==> src/rtl/sar_frame_pkg.sv <==
package sar_frame_pkg;
  localparam int FRAME_BITS  = 16;
  localparam int WIDE_BITS   = 12;
  localparam int NARROW_BITS = 10;
  localparam int TRACK_FALLS = 13;
endpackage

==> src/rtl/sfe_edge_det.sv <==
module sfe_edge_det (
  input  logic clk,
  input  logic rst_n,
  input  logic sclk,
  input  logic cs_n,
  output logic cs_fall,
  output logic sclk_fall,
  output logic sclk_rise
);
  logic sclk_q, cs_q;

  always_ff @(posedge clk or negedge rst_n) begin
    if (!rst_n) begin
      sclk_q <= 1'b0;
      cs_q   <= 1'b1;
    end else begin
      sclk_q <= sclk;
      cs_q   <= cs_n;
    end
  end

  assign cs_fall   = cs_q & ~cs_n;
  assign sclk_fall = sclk_q & ~sclk;
  assign sclk_rise = ~sclk_q & sclk;
endmodule

==> src/rtl/sfe_frame_shift.sv <==
module sfe_frame_shift #(
  parameter int FRAME_W  = 16,
  parameter int WIDE_W   = 12,
  parameter int NARROW_W = 10,
  parameter int CNT_W    = 5
) (
  input  logic              clk,
  input  logic              rst_n,
  input  logic              cs_n,
  input  logic              cs_fall,
  input  logic              sclk_fall,
  input  logic              narrow,
  input  logic [WIDE_W-1:0] sample,
  output logic              bit_out,
  output logic              active,
  output logic [CNT_W-1:0]  cnt
);
  localparam int LEAD_W = FRAME_W - WIDE_W;
  localparam int TAIL_W = WIDE_W - NARROW_W;

  logic [FRAME_W-1:0] load_word, sh_q, sh_d;
  logic [CNT_W-1:0]   cnt_q, cnt_d;
  logic               act_q, act_d;

  always_comb begin
    if (narrow) load_word = {{LEAD_W{1'b0}}, sample[NARROW_W-1:0], {TAIL_W{1'b0}}};
    else        load_word = {{LEAD_W{1'b0}}, sample};
  end

  always_comb begin
    sh_d  = sh_q;
    cnt_d = cnt_q;
    act_d = act_q;
    if (cs_n) begin
      cnt_d = '0;
      act_d = 1'b0;
    end else if (cs_fall) begin
      sh_d  = load_word;
      cnt_d = '0;
      act_d = 1'b1;
    end else if (sclk_fall && act_q) begin
      sh_d  = {sh_q[FRAME_W-2:0], 1'b0};
      cnt_d = cnt_q + 1'b1;
      act_d = (cnt_q != CNT_W'(FRAME_W - 1));
    end
  end

  always_ff @(posedge clk or negedge rst_n) begin
    if (!rst_n) begin
      sh_q  <= '0;
      cnt_q <= '0;
      act_q <= 1'b0;
    end else begin
      sh_q  <= sh_d;
      cnt_q <= cnt_d;
      act_q <= act_d;
    end
  end

  assign bit_out = sh_q[FRAME_W-1];
  assign active  = act_q;
  assign cnt     = cnt_q;


  load_frame_chk: assert property (@(posedge clk) disable iff (!rst_n)
    (cs_fall && !cs_n) |=> (act_q && cnt_q == '0));

  count_step_chk: assert property (@(posedge clk) disable iff (!rst_n)
    (!cs_n && !cs_fall && sclk_fall && act_q) |=> (cnt_q == $past(cnt_q) + 1'b1));

  idle_count_chk: assert property (@(posedge clk) disable iff (!rst_n)
    cs_n |=> (cnt_q == '0 && !act_q));

  no_overflow_chk: assert property (@(posedge clk) disable iff (!rst_n)
    cnt_q <= CNT_W'(FRAME_W));
endmodule

==> src/rtl/sfe_track_hold.sv <==
module sfe_track_hold #(
  parameter int CNT_W      = 5,
  parameter int TRACK_EDGE = 13
) (
  input  logic             clk,
  input  logic             rst_n,
  input  logic             cs_n,
  input  logic             cs_fall,
  input  logic             sclk_rise,
  input  logic [CNT_W-1:0] cnt,
  output logic             hold
);
  logic hold_q, hold_d;

  always_comb begin
    hold_d = hold_q;
    if (cs_n)                                          hold_d = 1'b0;
    else if (cs_fall)                                  hold_d = 1'b1;
    else if (sclk_rise && cnt >= CNT_W'(TRACK_EDGE))   hold_d = 1'b0;
  end

  always_ff @(posedge clk or negedge rst_n) begin
    if (!rst_n) hold_q <= 1'b0;
    else        hold_q <= hold_d;
  end

  assign hold = hold_q;


  hold_on_fall_chk: assert property (@(posedge clk) disable iff (!rst_n)
    (cs_fall && !cs_n) |=> hold_q);

  hold_release_chk: assert property (@(posedge clk) disable iff (!rst_n)
    (!cs_n && !cs_fall && sclk_rise && cnt >= CNT_W'(TRACK_EDGE)) |=> !hold_q);

  hold_drop_chk: assert property (@(posedge clk) disable iff (!rst_n)
    cs_n |=> !hold_q);
endmodule

==> src/rtl/sar_frame_emu.sv <==
module sar_frame_emu
  import sar_frame_pkg::*;
#(
  parameter int FRAME_W    = FRAME_BITS,
  parameter int WIDE_W     = WIDE_BITS,
  parameter int NARROW_W   = NARROW_BITS,
  parameter int TRACK_EDGE = TRACK_FALLS
) (
  input  logic              clk,
  input  logic              rst_n,
  input  logic              sclk,
  input  logic              cs_n,
  input  logic              narrow,
  input  logic [WIDE_W-1:0] sample,
  output logic              sdata,
  output logic              sdata_oe,
  output logic              hold
);
  localparam int CNT_W = $clog2(FRAME_W + 1);

  logic             cs_fall, sclk_fall, sclk_rise;
  logic             bit_out, active;
  logic [CNT_W-1:0] cnt;

  sfe_edge_det u_edge (
    .clk(clk), .rst_n(rst_n), .sclk(sclk), .cs_n(cs_n),
    .cs_fall(cs_fall), .sclk_fall(sclk_fall), .sclk_rise(sclk_rise)
  );

  sfe_frame_shift #(
    .FRAME_W(FRAME_W), .WIDE_W(WIDE_W), .NARROW_W(NARROW_W), .CNT_W(CNT_W)
  ) u_shift (
    .clk(clk), .rst_n(rst_n), .cs_n(cs_n), .cs_fall(cs_fall),
    .sclk_fall(sclk_fall), .narrow(narrow), .sample(sample),
    .bit_out(bit_out), .active(active), .cnt(cnt)
  );

  sfe_track_hold #(
    .CNT_W(CNT_W), .TRACK_EDGE(TRACK_EDGE)
  ) u_th (
    .clk(clk), .rst_n(rst_n), .cs_n(cs_n), .cs_fall(cs_fall),
    .sclk_rise(sclk_rise), .cnt(cnt), .hold(hold)
  );

  assign sdata_oe = active & ~cs_n;
  assign sdata    = bit_out & sdata_oe;


  release_at_end_chk: assert property (@(posedge clk) disable iff (!rst_n)
    (cnt == CNT_W'(FRAME_W)) |-> !sdata_oe);
endmodule

==> config.mk <==
export PLATFORM = sky130hd
export DESIGN_NAME = sar_frame_emu
export DESIGN_NICKNAME = d
export VERILOG_FILES = /design/src/rtl/sar_frame_pkg.sv /design/src/rtl/sfe_edge_det.sv /design/src/rtl/sfe_frame_shift.sv /design/src/rtl/sfe_track_hold.sv /design/src/rtl/sar_frame_emu.sv
export SDC_FILE = /design/constraint.sdc
export NUM_CORES = 1
export LEC_CHECK = 0
export BUFFER_PORTS_ARGS = -buffer_cell sky130_fd_sc_hd__buf_2
export CAP_MARGIN = 30
export CORE_MARGIN = 5
export CORE_UTILIZATION = 50
export DETAILED_ROUTE_END_ITERATION = 8
export GPL_TIMING_DRIVEN = 0
export HOLD_SLACK_MARGIN = 0.1
export MAX_ROUTING_LAYER = met4
export PLACE_DENSITY = 0.72
export SLEW_MARGIN = 30
export SYNTH_ARGS = -nofsm -noshare
export SYNTH_HDL_FRONTEND = slang
export SYNTH_SLANG_ARGS = --single-unit
==> constraint.sdc <==
create_clock -name clk -period 1.8 [get_ports clk]
set_input_delay 0.09 -clock clk [delete_from_list [all_inputs] [get_ports clk]]
set_output_delay 0.09 -clock clk [all_outputs]
set_load 0.01 [all_outputs]
==> summary.md <==
| Metric | Value |
|---|---|
| Post-synth top cells | `24 x sky130_fd_sc_hd__dfrtp_1, 14 x sky130_fd_sc_hd__nor2_1, 11 x sky130_fd_sc_hd__mux2i_1` |
| Via count of the routed design | `943` |
| Critical Path Source | `u_edge.cs_q$_DFF_PN1_` |
| Final estimated routing congestion in global placement | `0.7651` |
| Initial antenna violation count | `0` |
| # IOs | `20` |
| Fillers | `209` |
| Post-synth net total | `128` |
| Relative area change from synthesis to final layout | `16.23%` |
| Share of total power in the clock network | `25.1%` |
| Post-route ant nets | `0` |
| Net switching component of the power | `0.2875 mW` |
| Post-Synthesis Cells | `108` |
| CTS Sinks | `25` |
| Worst ir drop on vdd | `0.4352 mV` |
| Final setup fails | `0` |
| Top cells by area, synth | `sky130_fd_sc_hd__dfrtp_1 48%, sky130_fd_sc_hd__mux2i_1 8.8%, sky130_fd_sc_hd__a221o_1 8.0%` |
| Most frequent cell after synthesis | `sky130_fd_sc_hd__dfrtp_1` |
| Endpoint of the lowest-slack register-to-register path | `u_shift.sh_q[9]$_DFFE_PN0P_` |
| Outcome | `completed` |
| Count of cell types in the netlist | `33` |
| Async set or reset register ratio after synthesis | `100.0%` |
| Cell-internal power | `0.7778 mW` |
| Standard cell core area | `0.002432 sq mm` |
| Critical Path End Type | `flop` |
| Die X-Extent | `59.98 um` |
| Arrival time reported for the critical path endpoint | `1730 ps` |
| Synthesized area | `0.001249 sq mm` |
| Std-Cell Rows | `18` |
| GRT Resource Usage Total | `15.69%` |
| Number of global-route vias before repair | `927` |
| Die area | `0.003597 sq mm` |
| Post CTS Setup Buffer Count | `0` |
| Area fraction of the dominant cell type after synthesis | `48.10%` |
| Max-slew violation count | `0` |
| Worst hold path startpoint | `sample[7]` |
| TritonCTS clock tree | `yes` |
| Routed vias/inst | `5.715` |
| Worst Setup Start Kind | `flop` |
| Switching share of total power | `26.99%` |
| Count of buffers inserted at the top-level ports | `19` |
| Worst-case clock buffer depth | `2` |
| Number of violations reported at the end of detailed-routing iteration 0 | `27` |
| Crit-path slowest cell | `sky130_fd_sc_hd__dfstp_2` |
| Reg2Reg Depth | `5` |
| Crit-path max FO | `10` |
| Post-detail-place hpwl | `1.787 mm` |
| Top_reg_cell synth | `sky130_fd_sc_hd__dfrtp_1` |
| Share of post-route cells with drive strength above 1 | `23.70%` |
| Total power of the final layout | `1.065 mW` |
| Worst slew margin | `64.12%` |
| Setup TNS Final | `0 ps` |
| Portion of total power attributed to sequential cells | `60.2%` |
| Routed WL | `2.391 mm` |
| Max Freq | `672.3 MHz` |
| Register bit count reported by yosys | `25` |
| Mean area per synthesized cell | `11.56 sq um` |
| Pin count of the biggest net entering global routing | `26` |
| RSZ-0062 raised after global routing | `false` |
| Cell chosen for the clock root | `sky130_fd_sc_hd__clkbuf_4` |
| Final hold violation count | `0` |
| Clk slew on worst S/H paths | `150 ps` |
| Number of search-and-repair iterations in the first detailed-routing pass | `5` |
| Transition time at the pin with the least slew margin | `538.1 ps` |
| Worst hold path endpoint | `u_shift.sh_q[7]$_DFFE_PN0P_` |
| Part of the total power dissipated in combinational logic | `14.7%` |
| Power density over the cells | `734.0 mW/mm^2` |
| Final Net Count | `156` |
| Classification of the worst-slack hold path | `input port to flop` |
| Remaining routing DRC violations | `0` |
| Flop2flop setup slack | `310 ps` |
| Number of cells upsized or downsized after cts | `0` |
| Tmin final | `1487 ps` |
| Overflow left after global routing | `0` |
| Cells traversed along the worst timing path | `or2_1 > buf_4 > nor2_4 > buf_6 > a221o_1` |
| Sequential fraction of the synthesis area | `50.20%` |
| Clock latency at the later pin of the worst-skew pair | `330 ps` |
| Worst r2r src | `u_edge.cs_q$_DFF_PN1_` |
| Cell taking the most area after synthesis | `sky130_fd_sc_hd__dfrtp_1` |
| Max-cap viol count | `0` |
| Clock buffers created by TritonCTS | `3` |
| Count of antenna diodes in the layout | `0` |
| H-tree level count | `1` |
| Ratio of final minimum period to clock period | `82.64%` |
| CP Data Required Time | `2040 ps` |
| Start-to-end type of the worst setup path | `flop to flop` |
| Total number of yosys warnings | `0` |
| Leakage power of the design | `0.6917 nW` |
| Post-synth EDFFs | `0` |
| Initial Utilization | `51.34%` |
| Chip Height | `59.98 um` |
| Average wire per standard cell | `14.49 um` |
| Final worst clock skew | `15.37 ps` |
| WHS Path Cells | `4` |
| Worst path max stage delay | `610 ps` |
| Global-route wire length before repair | `4.105 mm` |
[registers in the layout, summed over array words and instances (netlist names)]
signal and cells:
u_shift.cnt 5, u_th.hold 1, u_edge.sclk_q 1, u_edge.cs_q 1, u_shift.sh_q 16, u_shift.active 1
[worst max-delay path by stage]
stage / slack (ps) / to / depth (start not counted)
finish: 310 / u_shift.sh_q[9]$_DFFE_PN0P_ / 5
global route: 260 / u_shift.sh_q[11]$_DFFE_PN0P_ / 5
CTS: 320 / u_shift.sh_q[8]$_DFFE_PN0P_ / 5
detailed placement: 340 / u_shift.sh_q[7]$_DFFE_PN0P_ / 5
global placement: 350 / u_shift.sh_q[8]$_DFFE_PN0P_ / 5
floorplan: 430 / u_shift.sh_q[10]$_DFFE_PN0P_ / 5
[cells by family (layout without fill, tap and decap cells)]
family / after synthesis / in the layout / synth area share, %
compound gates: 26 / 26 / 17.33
xor+xnor: 1 / 1 / 0.7015
fa+ha+maj: 3 / 3 / 3.006
buf+inv: 11 / 38 / 5.010
flops: 25 / 25 / 50.20
mux: 11 / 11 / 8.818
simple gates: 31 / 31 / 14.93
[layout make-up]
class                   count  area, sq um  share of cell area (%)
repair buffers             23        135.1                   9.310
well taps                  30        37.54                   2.586
clock inverters             1        7.507                  0.5172
flip-flops and latches     25        626.9                   43.19
multi-input cells          72        559.3                   38.53
clock buffers               3        22.52                   1.552
inverters                   5        18.77                   1.293
plain buffers               6        43.79                   3.017
[routing by layer]
layer	up-vias	global-route usage, %	part of all wire, %
met3	4	2.592	4.9
li1	450	-	-
met2	26	23.46	45
met1	463	21.39	48
met4	0	5.696	1.3
met5	-	-	0
[stage by stage]
stage | hold slack [ps] | std cells | setup slack, ps | area (sq um) | utilization, %
after floorplan | -205.6 | 108 | 429.7 | 1249 | -
after global placement | 103.3 | 157 | 354.4 | 1381 | 56.79
after detailed placement | 115.1 | 157 | 338.6 | 1381 | 56.79
after CTS | 105.9 | 165 | 316.7 | 1451 | 59.67
after global routing | 135.1 | 165 | 261.1 | 1451 | 59.67
final | 120.5 | 165 | 312.6 | 1451 | 59.67
[power groups by stage]
| stage | Combinational, mW | Sequential (mW) | Clock (mW) |
|---|---|---|---|
| after floorplan | 0.0983 | 0.643 | 0 |
| after global placement | 0.146 | 0.650 | 0 |
| after detailed placement | 0.152 | 0.651 | 0 |
| after CTS | 0.160 | 0.640 | 0.276 |
| after global routing | 0.176 | 0.647 | 0.295 |
| final | 0.157 | 0.641 | 0.267 |
[placed cells by master, fill, tap and decap left out]
| cell type | count |
|---|---|
| sky130_fd_sc_hd__clkbuf_1 | 1 |
| sky130_fd_sc_hd__nand2b_1 | 2 |
| sky130_fd_sc_hd__buf_6 | 2 |
| sky130_fd_sc_hd__nor2_1 | 14 |
| sky130_fd_sc_hd__nand4b_1 | 1 |
| sky130_fd_sc_hd__mux2i_1 | 11 |
| sky130_fd_sc_hd__a221o_1 | 10 |
| sky130_fd_sc_hd__nor2_4 | 1 |
| sky130_fd_sc_hd__nand3_1 | 1 |
| sky130_fd_sc_hd__and3_1 | 1 |
| sky130_fd_sc_hd__dfstp_2 | 1 |
| sky130_fd_sc_hd__a211oi_1 | 2 |
| sky130_fd_sc_hd__clkinvlp_4 | 1 |
| sky130_fd_sc_hd__a21o_4 | 1 |
| sky130_fd_sc_hd__a22o_1 | 4 |
| sky130_fd_sc_hd__clkbuf_4 | 3 |
| sky130_fd_sc_hd__xnor2_1 | 1 |
| sky130_fd_sc_hd__o21ai_0 | 2 |
| sky130_fd_sc_hd__or3_1 | 2 |
| sky130_fd_sc_hd__and2_1 | 1 |
| sky130_fd_sc_hd__o211ai_1 | 1 |
| sky130_fd_sc_hd__nand3b_4 | 1 |
| sky130_fd_sc_hd__or2_1 | 1 |
| sky130_fd_sc_hd__dlygate4sd3_1 | 4 |
| sky130_fd_sc_hd__inv_1 | 5 |
| sky130_fd_sc_hd__nor3_1 | 1 |
| sky130_fd_sc_hd__nand3b_1 | 2 |
| sky130_fd_sc_hd__o2bb2ai_1 | 1 |
| sky130_fd_sc_hd__nor4bb_1 | 1 |
| sky130_fd_sc_hd__a21oi_1 | 5 |
| sky130_fd_sc_hd__buf_2 | 21 |
| sky130_fd_sc_hd__buf_4 | 1 |
| sky130_fd_sc_hd__dfrtp_1 | 24 |
| sky130_fd_sc_hd__ha_1 | 3 |
| sky130_fd_sc_hd__and3b_1 | 1 |
| sky130_fd_sc_hd__nor2b_1 | 1 |
[what timing repair did]
action / CTS / global route
endpoints found under the hold margin: 30 / 0
setup endpoints to repair: 0 / 0
hold buffers: 4 / 0
[worst max-delay path, delay by kind of cell (launching register included)]
family	cells	cell delay, ps
AND/OR/NAND/NOR	2	170
AO/OA/AOI/OAI	1	340
flip-flops	1	610
buffers and inverters	2	270
No activity file was read; power rests on OpenSTA's default activity.
